### src/rtl/cfgrx_pkg.sv
package cfgrx_pkg;
    localparam int HDR_W    = 16;
    localparam int ADR_W    = 4;
    localparam int DAT_W    = 32;
    localparam int CRC_W    = 8;
    localparam int PKT_W    = HDR_W + ADR_W + DAT_W + CRC_W;
    localparam logic [CRC_W-1:0] CRC_POLY = 8'h07;

    typedef enum logic [1:0] {RX_IDLE, RX_SHIFT, RX_CHECK, RX_DRAIN} rx_state_t;
    typedef enum logic [1:0] {TX_IDLE, TX_DATA, TX_CRC} tx_state_t;

    function automatic logic [CRC_W-1:0] crc_step(input logic [CRC_W-1:0] c, input logic b);
        logic fb;
        fb = c[CRC_W-1] ^ b;
        return {c[CRC_W-2:0], 1'b0} ^ (fb ? CRC_POLY : '0);
    endfunction
endpackage

### src/rtl/cfgrx_sync.sv
module cfgrx_sync (
    input  logic clk,
    input  logic rst_n,
    input  logic sclk_in,
    input  logic sdi_in,
    input  logic sel_in,
    output logic bit_stb,
    output logic bit_val,
    output logic sel_lvl
);
    logic [2:0] sclk_q;
    logic [1:0] sdi_q;
    logic [1:0] sel_q;

    always_ff @(posedge clk or negedge rst_n) begin
        if (!rst_n) begin
            sclk_q <= '0;
            sdi_q  <= '0;
            sel_q  <= '0;
        end else begin
            sclk_q <= {sclk_q[1:0], sclk_in};
            sdi_q  <= {sdi_q[0], sdi_in};
            sel_q  <= {sel_q[0], sel_in};
        end
    end

    assign bit_stb = sclk_q[1] & ~sclk_q[2];
    assign bit_val = sdi_q[1];
    assign sel_lvl = sel_q[1];
endmodule

### src/rtl/cfgrx_rx_fsm.sv
module cfgrx_rx_fsm
    import cfgrx_pkg::*;
#(
    parameter logic [HDR_W-1:0] KEY      = 16'hA5C3,
    parameter int               NUM_REGS = 7
) (
    input  logic             clk,
    input  logic             rst_n,
    input  logic             bit_stb,
    input  logic             bit_val,
    input  logic             sel_lvl,
    output logic             wr_en,
    output logic [ADR_W-1:0] wr_addr,
    output logic [DAT_W-1:0] wr_data,
    output logic             pkt_bad
);
    localparam int CNT_W = $clog2(PKT_W + 1);

    rx_state_t        state_q, state_d;
    logic [CNT_W-1:0] cnt_q;
    logic [PKT_W-1:0] sh_q;
    logic [CRC_W-1:0] crc_q;
    logic             last_bit;
    logic             hdr_ok, crc_ok, adr_ok;

    assign last_bit = bit_stb && (cnt_q == CNT_W'(PKT_W - 1));

    always_ff @(posedge clk or negedge rst_n) begin
        if (!rst_n) state_q <= RX_IDLE;
        else        state_q <= state_d;
    end

    always_comb begin
        state_d = state_q;
        unique case (state_q)
            RX_IDLE:  if (sel_lvl) state_d = RX_SHIFT;
            RX_SHIFT: begin
                if (!sel_lvl)      state_d = RX_IDLE;
                else if (last_bit) state_d = RX_CHECK;
            end
            RX_CHECK: state_d = RX_DRAIN;
            RX_DRAIN: if (!sel_lvl) state_d = RX_IDLE;
            default:  state_d = RX_IDLE;
        endcase
    end

    always_ff @(posedge clk or negedge rst_n) begin
        if (!rst_n) begin
            cnt_q <= '0;
            sh_q  <= '0;
            crc_q <= '0;
        end else if (state_q == RX_IDLE) begin
            cnt_q <= '0;
            crc_q <= '0;
        end else if (state_q == RX_SHIFT && sel_lvl && bit_stb) begin
            sh_q  <= {sh_q[PKT_W-2:0], bit_val};
            crc_q <= crc_step(crc_q, bit_val);
            cnt_q <= cnt_q + 1'b1;
        end
    end

    assign wr_addr = sh_q[PKT_W-HDR_W-1 -: ADR_W];
    assign wr_data = sh_q[CRC_W +: DAT_W];

    always_comb begin
        hdr_ok  = (sh_q[PKT_W-1 -: HDR_W] == KEY);
        crc_ok  = (crc_q == '0);
        adr_ok  = (int'(wr_addr) < NUM_REGS);
        wr_en   = (state_q == RX_CHECK) &&  (hdr_ok && crc_ok && adr_ok);
        pkt_bad = (state_q == RX_CHECK) && !(hdr_ok && crc_ok && adr_ok);
    end
endmodule

### src/rtl/cfgrx_bank.sv
module cfgrx_bank
    import cfgrx_pkg::*;
#(
    parameter int NUM_REGS = 7
) (
    input  logic                      clk,
    input  logic                      rst_n,
    input  logic                      wr_en,
    input  logic [ADR_W-1:0]          wr_addr,
    input  logic [DAT_W-1:0]          wr_data,
    input  logic                      pkt_bad,
    input  logic [ADR_W-1:0]          rd_addr,
    input  logic [DAT_W-1:0]          x_live,
    input  logic [DAT_W-1:0]          y_live,
    output logic [DAT_W-1:0]          rd_word,
    output logic [NUM_REGS*DAT_W-1:0] cfg_flat,
    output logic                      err_flag
);
    logic [DAT_W-1:0] regs_q [NUM_REGS];

    for (genvar i = 0; i < NUM_REGS; i++) begin : g_reg
        always_ff @(posedge clk or negedge rst_n) begin
            if (!rst_n)                                    regs_q[i] <= '0;
            else if (wr_en && wr_addr == ADR_W'(i))        regs_q[i] <= wr_data;
        end
        assign cfg_flat[i*DAT_W +: DAT_W] = regs_q[i];
    end

    always_ff @(posedge clk or negedge rst_n) begin
        if (!rst_n)       err_flag <= 1'b0;
        else if (wr_en)   err_flag <= 1'b0;
        else if (pkt_bad) err_flag <= 1'b1;
    end

    always_comb begin
        rd_word = '0;
        for (int i = 0; i < NUM_REGS; i++)
            if (rd_addr == ADR_W'(i)) rd_word = regs_q[i];
        if (rd_addr == ADR_W'(NUM_REGS))     rd_word = x_live;
        if (rd_addr == ADR_W'(NUM_REGS + 1)) rd_word = y_live;
    end
endmodule

### src/rtl/cfgrx_tx.sv
module cfgrx_tx
    import cfgrx_pkg::*;
#(
    parameter int TX_DIV = 4
) (
    input  logic             clk,
    input  logic             rst_n,
    input  logic             rb_req,
    input  logic [DAT_W-1:0] rd_word,
    output logic             tx_sdo,
    output logic             tx_active
);
    localparam int DIV_W = (TX_DIV > 1) ? $clog2(TX_DIV) : 1;
    localparam int BIT_W = $clog2(DAT_W + 1);

    tx_state_t        state_q, state_d;
    logic [DIV_W-1:0] div_q;
    logic [BIT_W-1:0] bit_q;
    logic [DAT_W-1:0] sh_q;
    logic [CRC_W-1:0] crc_q;
    logic             tick, data_end, crc_end;
    logic [CRC_W-1:0] crc_nx;

    assign tick     = (div_q == DIV_W'(TX_DIV - 1));
    assign data_end = tick && (bit_q == BIT_W'(DAT_W - 1));
    assign crc_end  = tick && (bit_q == BIT_W'(CRC_W - 1));
    assign crc_nx   = crc_step(crc_q, sh_q[DAT_W-1]);

    always_ff @(posedge clk or negedge rst_n) begin
        if (!rst_n) state_q <= TX_IDLE;
        else        state_q <= state_d;
    end

    always_comb begin
        state_d = state_q;
        unique case (state_q)
            TX_IDLE: if (rb_req)   state_d = TX_DATA;
            TX_DATA: if (data_end) state_d = TX_CRC;
            TX_CRC:  if (crc_end)  state_d = TX_IDLE;
            default: state_d = TX_IDLE;
        endcase
    end

    always_ff @(posedge clk or negedge rst_n) begin
        if (!rst_n) begin
            div_q <= '0;
            bit_q <= '0;
            sh_q  <= '0;
            crc_q <= '0;
        end else if (state_q == TX_IDLE) begin
            div_q <= '0;
            bit_q <= '0;
            crc_q <= '0;
            if (rb_req) sh_q <= rd_word;
        end else begin
            div_q <= tick ? '0 : div_q + 1'b1;
            if (tick) begin
                sh_q  <= {sh_q[DAT_W-2:0], 1'b0};
                bit_q <= bit_q + 1'b1;
                if (state_q == TX_DATA) crc_q <= crc_nx;
                if (data_end) begin
                    bit_q <= '0;
                    sh_q  <= {crc_nx, {(DAT_W-CRC_W){1'b0}}};
                end
            end
        end
    end

    always_comb begin
        tx_active = (state_q != TX_IDLE);
        tx_sdo    = tx_active & sh_q[DAT_W-1];
    end
endmodule

### src/rtl/cfgrx_port.sv
module cfgrx_port
    import cfgrx_pkg::*;
#(
    parameter logic [15:0] KEY      = 16'hA5C3,
    parameter int          NUM_REGS = 7,
    parameter int          TX_DIV   = 4
) (
    input  logic                      clk,
    input  logic                      rst_n,
    input  logic                      rx_sclk,
    input  logic                      rx_sdi,
    input  logic                      rx_sel,
    input  logic [31:0]               x_live,
    input  logic [31:0]               y_live,
    input  logic                      rb_req,
    input  logic [3:0]                rb_addr,
    output logic [NUM_REGS*32-1:0]    cfg_regs,
    output logic                      err_flag,
    output logic                      tx_sdo,
    output logic                      tx_active
);
    logic             bit_stb, bit_val, sel_lvl;
    logic             wr_en, pkt_bad;
    logic [ADR_W-1:0] wr_addr;
    logic [DAT_W-1:0] wr_data, rd_word;

    cfgrx_sync u_sync (
        .clk(clk), .rst_n(rst_n),
        .sclk_in(rx_sclk), .sdi_in(rx_sdi), .sel_in(rx_sel),
        .bit_stb(bit_stb), .bit_val(bit_val), .sel_lvl(sel_lvl)
    );

    cfgrx_rx_fsm #(.KEY(KEY), .NUM_REGS(NUM_REGS)) u_rx (
        .clk(clk), .rst_n(rst_n),
        .bit_stb(bit_stb), .bit_val(bit_val), .sel_lvl(sel_lvl),
        .wr_en(wr_en), .wr_addr(wr_addr), .wr_data(wr_data), .pkt_bad(pkt_bad)
    );

    cfgrx_bank #(.NUM_REGS(NUM_REGS)) u_bank (
        .clk(clk), .rst_n(rst_n),
        .wr_en(wr_en), .wr_addr(wr_addr), .wr_data(wr_data), .pkt_bad(pkt_bad),
        .rd_addr(rb_addr), .x_live(x_live), .y_live(y_live),
        .rd_word(rd_word), .cfg_flat(cfg_regs), .err_flag(err_flag)
    );

    cfgrx_tx #(.TX_DIV(TX_DIV)) u_tx (
        .clk(clk), .rst_n(rst_n),
        .rb_req(rb_req), .rd_word(rd_word),
        .tx_sdo(tx_sdo), .tx_active(tx_active)
    );
endmodule

### config.mk
export PLATFORM = sky130hd
export DESIGN_NAME = cfgrx_port
export DESIGN_NICKNAME = d
export VERILOG_FILES = /design/src/rtl/cfgrx_pkg.sv /design/src/rtl/cfgrx_sync.sv /design/src/rtl/cfgrx_rx_fsm.sv /design/src/rtl/cfgrx_bank.sv /design/src/rtl/cfgrx_tx.sv /design/src/rtl/cfgrx_port.sv
export SDC_FILE = /design/constraint.sdc
export NUM_CORES = 1
export LEC_CHECK = 0
export ABC_AREA = 1
export BUFFER_PORTS_ARGS = -buffer_cell sky130_fd_sc_hd__buf_2
export CAP_MARGIN = 20
export CORE_MARGIN = 2
export CORE_UTILIZATION = 59
export CTS_CLUSTER_DIAMETER = 150
export DETAILED_ROUTE_END_ITERATION = 6
export PLACE_DENSITY = 0.84
export SYNTH_ARGS = -nofsm -noshare
export SYNTH_HDL_FRONTEND = slang
export SYNTH_HIERARCHICAL = 1
export SYNTH_SLANG_ARGS = --single-unit
### constraint.sdc
create_clock -name clk -period 3.5 [get_ports clk]
set_clock_uncertainty 0.1 [all_clocks]
set_input_delay 0.175 -clock clk [delete_from_list [all_inputs] [get_ports clk]]
set_output_delay 0.175 -clock clk [all_outputs]
set_load 0.05 [all_outputs]
==> results.py <==
metrics = {
    "status": {
        "run_status": "finished clean",
    },
    "sta": {
        "max_clock_freq_ghz": 0.3476,
        "max_slew.worst_pin.slew_ns": 1.038,
        "setup_repair_after_global_routing_missed_its_margin": "no",
        "timing.slew.headroom_pct": 30.74,
        "final_period_minus_worst_setup_slack_ns": 2.877,
        "timing.final.setup_violations": 0,
        "timing.final.max_slew_violations": 0,
        "final.period_utilization_pct": 82.19,
        "hold_viol": 0,
        "fin_setup_tns_ns": 0,
        "finalWorstSetupSlack_ns": 0.6234,
    },
    "synth": {
        "synth_enable_flop_cells": 0,
        "syn-num-nets": 2177,
        "area_share_of_the_leading_cell_type_in_the_synthesized_netlist_pct": 53.51,
        "synth-seq-area-share_pct": 53.51,
        "synthesis.area_mm2": 0.01674,
        "synth_cell_type_count": 33,
        "synth_area_leader_cell": "dfrtp_1",
        "synth_async_sr_flop_share_pct": 100.0,
        "synth_flop_cell": "dfrtp_1",
        "avgSynthCellArea_um2": 7.972,
        "yosys.cell_count.top_type": "nand2_1",
        "ys_top_cells_by_area": "dfrtp_1 54%, nand2_1 15%, o21ai_0 6.5%",
        "synthesis.instances": 2100,
        "yosys_register_bits": 358,
        "post_synth_most_frequent_cells": "648 x nand2_1, 358 x dfrtp_1, 218 x o21ai_0",
        "yosysWarnings": 6,
    },
    "detailed_routing": {
        "ant_nets": 0,
        "via_density_per_instance": 5.855,
        "post_detailed_routing_wire_length_mm": 53.85,
        "drt_first_iter_violations": 2044,
        "drcViolationCount": 0,
        "drt_first_pass_iters": 6,
        "dr_total_vias": 16050,
        "wire_per_inst_um": 19.64,
    },
    "cells_and_area": {
        "syn2layout_area_growth_pct": 17.53,
        "end_of_flow_core_utilization_pct": 70.63,
        "num-nets-final": 2412,
        "final_instance_area_mm2": 0.01968,
        "drive_gt1_share_pct": 18.25,
        "nFillCells": 2093,
    },
    "grt": {
        "grt_start_max_net_pins": 105,
        "globalRoute.totalOverflow": 0,
        "grt_first_pass_wirelength_mm": 80.99,
        "grt_util_all_layers_pct": 35.77,
        "grt_pass1_vias": 14690,
        "antenna_violations_before_repair": 4,
    },
    "clocking": {
        "path_clk_slew_ns": 0.06,
        "tritoncts_clock_tree": "built",
        "library_cell_used_as_clock_root_buffer": "clkbuf_16",
        "cts_made_buffers": 38,
        "clock_sink_count": 358,
        "clockBufferDepth": 3,
        "clkLatencyLatePin_ns": 0.53,
        "cts_resized": 0,
        "cts.htree.levels": 2,
    },
    "worst_setup_path": {
        "worst_setup_path_end_kind": "register",
        "timing.critical_path.required_ns": 3.83,
        "critPathLaunchType": "register",
        "arrival_ns": 3.21,
        "critPathMaxFanout": 34,
        "crit_type": "reg2reg",
    },
    "die": {
        "initial_core_utilization_pct": 60.09,
        "fp.dieW_um": 172.4,
        "dieHeight_um": 172.4,
        "fp.dieArea_mm2": 0.02974,
        "io-pin-count": 301,
        "fp.coreArea_mm2": 0.02786,
        "fp-row-count": 61,
    },
    "hold_path": {
        "hold_path.class": "in2reg",
    },
    "run": {
        "timing.max_cap.violations": 0,
    },
    "place": {
        "place_congestion": 0.9451,
        "dp_slack_ns": 0.6901,
        "placement.cell_area_mm2": 0.01821,
        "dp.final_hpwl_mm": 36.55,
        "numPortBuffers": 300,
    },
    "pwr": {
        "max-vdd-ir-drop_mv": 0.4499,
        "static_leakage_nw": 10.04,
        "power.density_cell_area_mw_per_mm2": 443.4,
    },
}
## power by group
| part | internal (mW) | total, mW | switching [mW] |
|---|---|---|---|
| combinational | 0.103 | 0.369 | 0.265 |
| clock | 2.53 | 4.16 | 1.63 |
| sequential | 4.17 | 4.19 | 0.0218 |
## final cells by class
| class | instances | area, um2 | share of cell area [%] |
|---|---|---|---|
| Clock buffer | 54 | 1082 | 5.501 |
| Inverter | 154 | 580.6 | 2.951 |
| Tap cell | 378 | 473.0 | 2.404 |
| Sequential cell | 358 | 8959 | 45.53 |
| Clock inverter | 13 | 207.7 | 1.056 |
| Timing Repair Buffer | 343 | 1927 | 9.793 |
| Multi-Input combinational cell | 1440 | 6441 | 32.74 |
| Antenna cell | 2 | 5.005 | 0.02544 |
## flip-flops by register name (all words and copies together), names as in the netlist, named ones only
register	cells
u_bank/cfg_flat	224
u_rx/sh_q	60
u_tx/sh_q	32
u_rx/crc_q	8
u_tx/crc_q	8
u_rx/cnt_q	6
u_tx/bit_q	6
u_sync/sclk_q	3
u_sync/sdi_q	2
u_sync/sel_q	2
u_tx/div_q	2
u_tx/state_q	2
u_bank/err_flag	1
u_rx/state_q	1
## stage by stage
stage,cells,hold slack (ns),power (mW)
after floorplan,2100,-0.2206,4.418
after global placement,2658,0.1833,4.606
after detailed placement,2658,0.1888,4.615
after CTS,2739,0.003252,8.736
after global routing,2741,0.02674,8.948
final,2742,0.002443,8.724
## layer usage
metal	wire (um)	part of all wire [%]	vias to the layer above	global-route usage [%]
met2	24230	45	1060	55.48
met3	6743	13	252	10.35
met1	19750	37	7542	46.02
met4	3075	5.7	6	18.27
met5	53	0.098	-	0
li1	-	-	7194	-
## final timing paths
path                                      start                    to  slack [ns]  cells after the start
worst max-delay path              u_rx/sh_q[40]   u_bank/cfg_flat[84]        0.62                      8
worst min-delay path                  y_live[7]          u_tx/sh_q[7]       0.002                      7
worst max register to register    u_rx/sh_q[40]   u_bank/cfg_flat[84]        0.62                      8
worst min register to register  u_sync/sel_q[0]       u_sync/sel_q[1]        0.25                      0
max in group asynchronous                 rst_n   u_bank/cfg_flat[20]        2.14                      3
min in group asynchronous                 rst_n  u_bank/cfg_flat[153]        0.20                      2
## cells by family (layout without fill, tap and decap cells)
logic type / after synthesis / after routing / synth area share (%)
buffers and inverters: 302 / 564 / 8.326
adders and majority gates: 3 / 3 / 0.2242
other: 0 / 2 / 0
and+or+nand+nor: 1086 / 1086 / 27.27
xor gates and xnor gates: 1 / 1 / 0.05233
DFF: 358 / 358 / 53.51
AOI/OAI and AO/OA: 350 / 350 / 10.61
## placed cells by master (no fill, tap or decap), drive strengths merged
cell type	synthesis	routed
a22o	1	1
bufinv	0	5
nand3	181	181
dlygate4sd3	0	14
clkinvlp	0	1
nand2	651	651
o31ai	1	1
nor3	5	5
clkinv	0	6
inv	154	155
nand4	36	36
o21ai	262	262
a21oi	78	78
or2	16	16
o22ai	8	8
buf	91	329
nor2	195	195
ha	3	3
dfrtp	358	358
clkbuf	57	54
xnor2	1	1
and3	2	2
diode	0	2
## worst max-delay path, cell delays in order (launching register included)
cell and delay (ns):
dfrtp_1 0.46, nand3_1 0.14, nand3_1 0.09, nor2_1 0.14, nand2_1 0.07, nor2_1 0.47
nand3_2 0.61, buf_4 0.45, o21ai_0 0.23
## timing repair
item                                   4_1_cts  5_1_grt
setup buffers                                0        0
hold buffers                                14        0
endpoints found under the hold margin      111        0
setup endpoints to repair                    0        0
(Power assumes the default switching activity.)
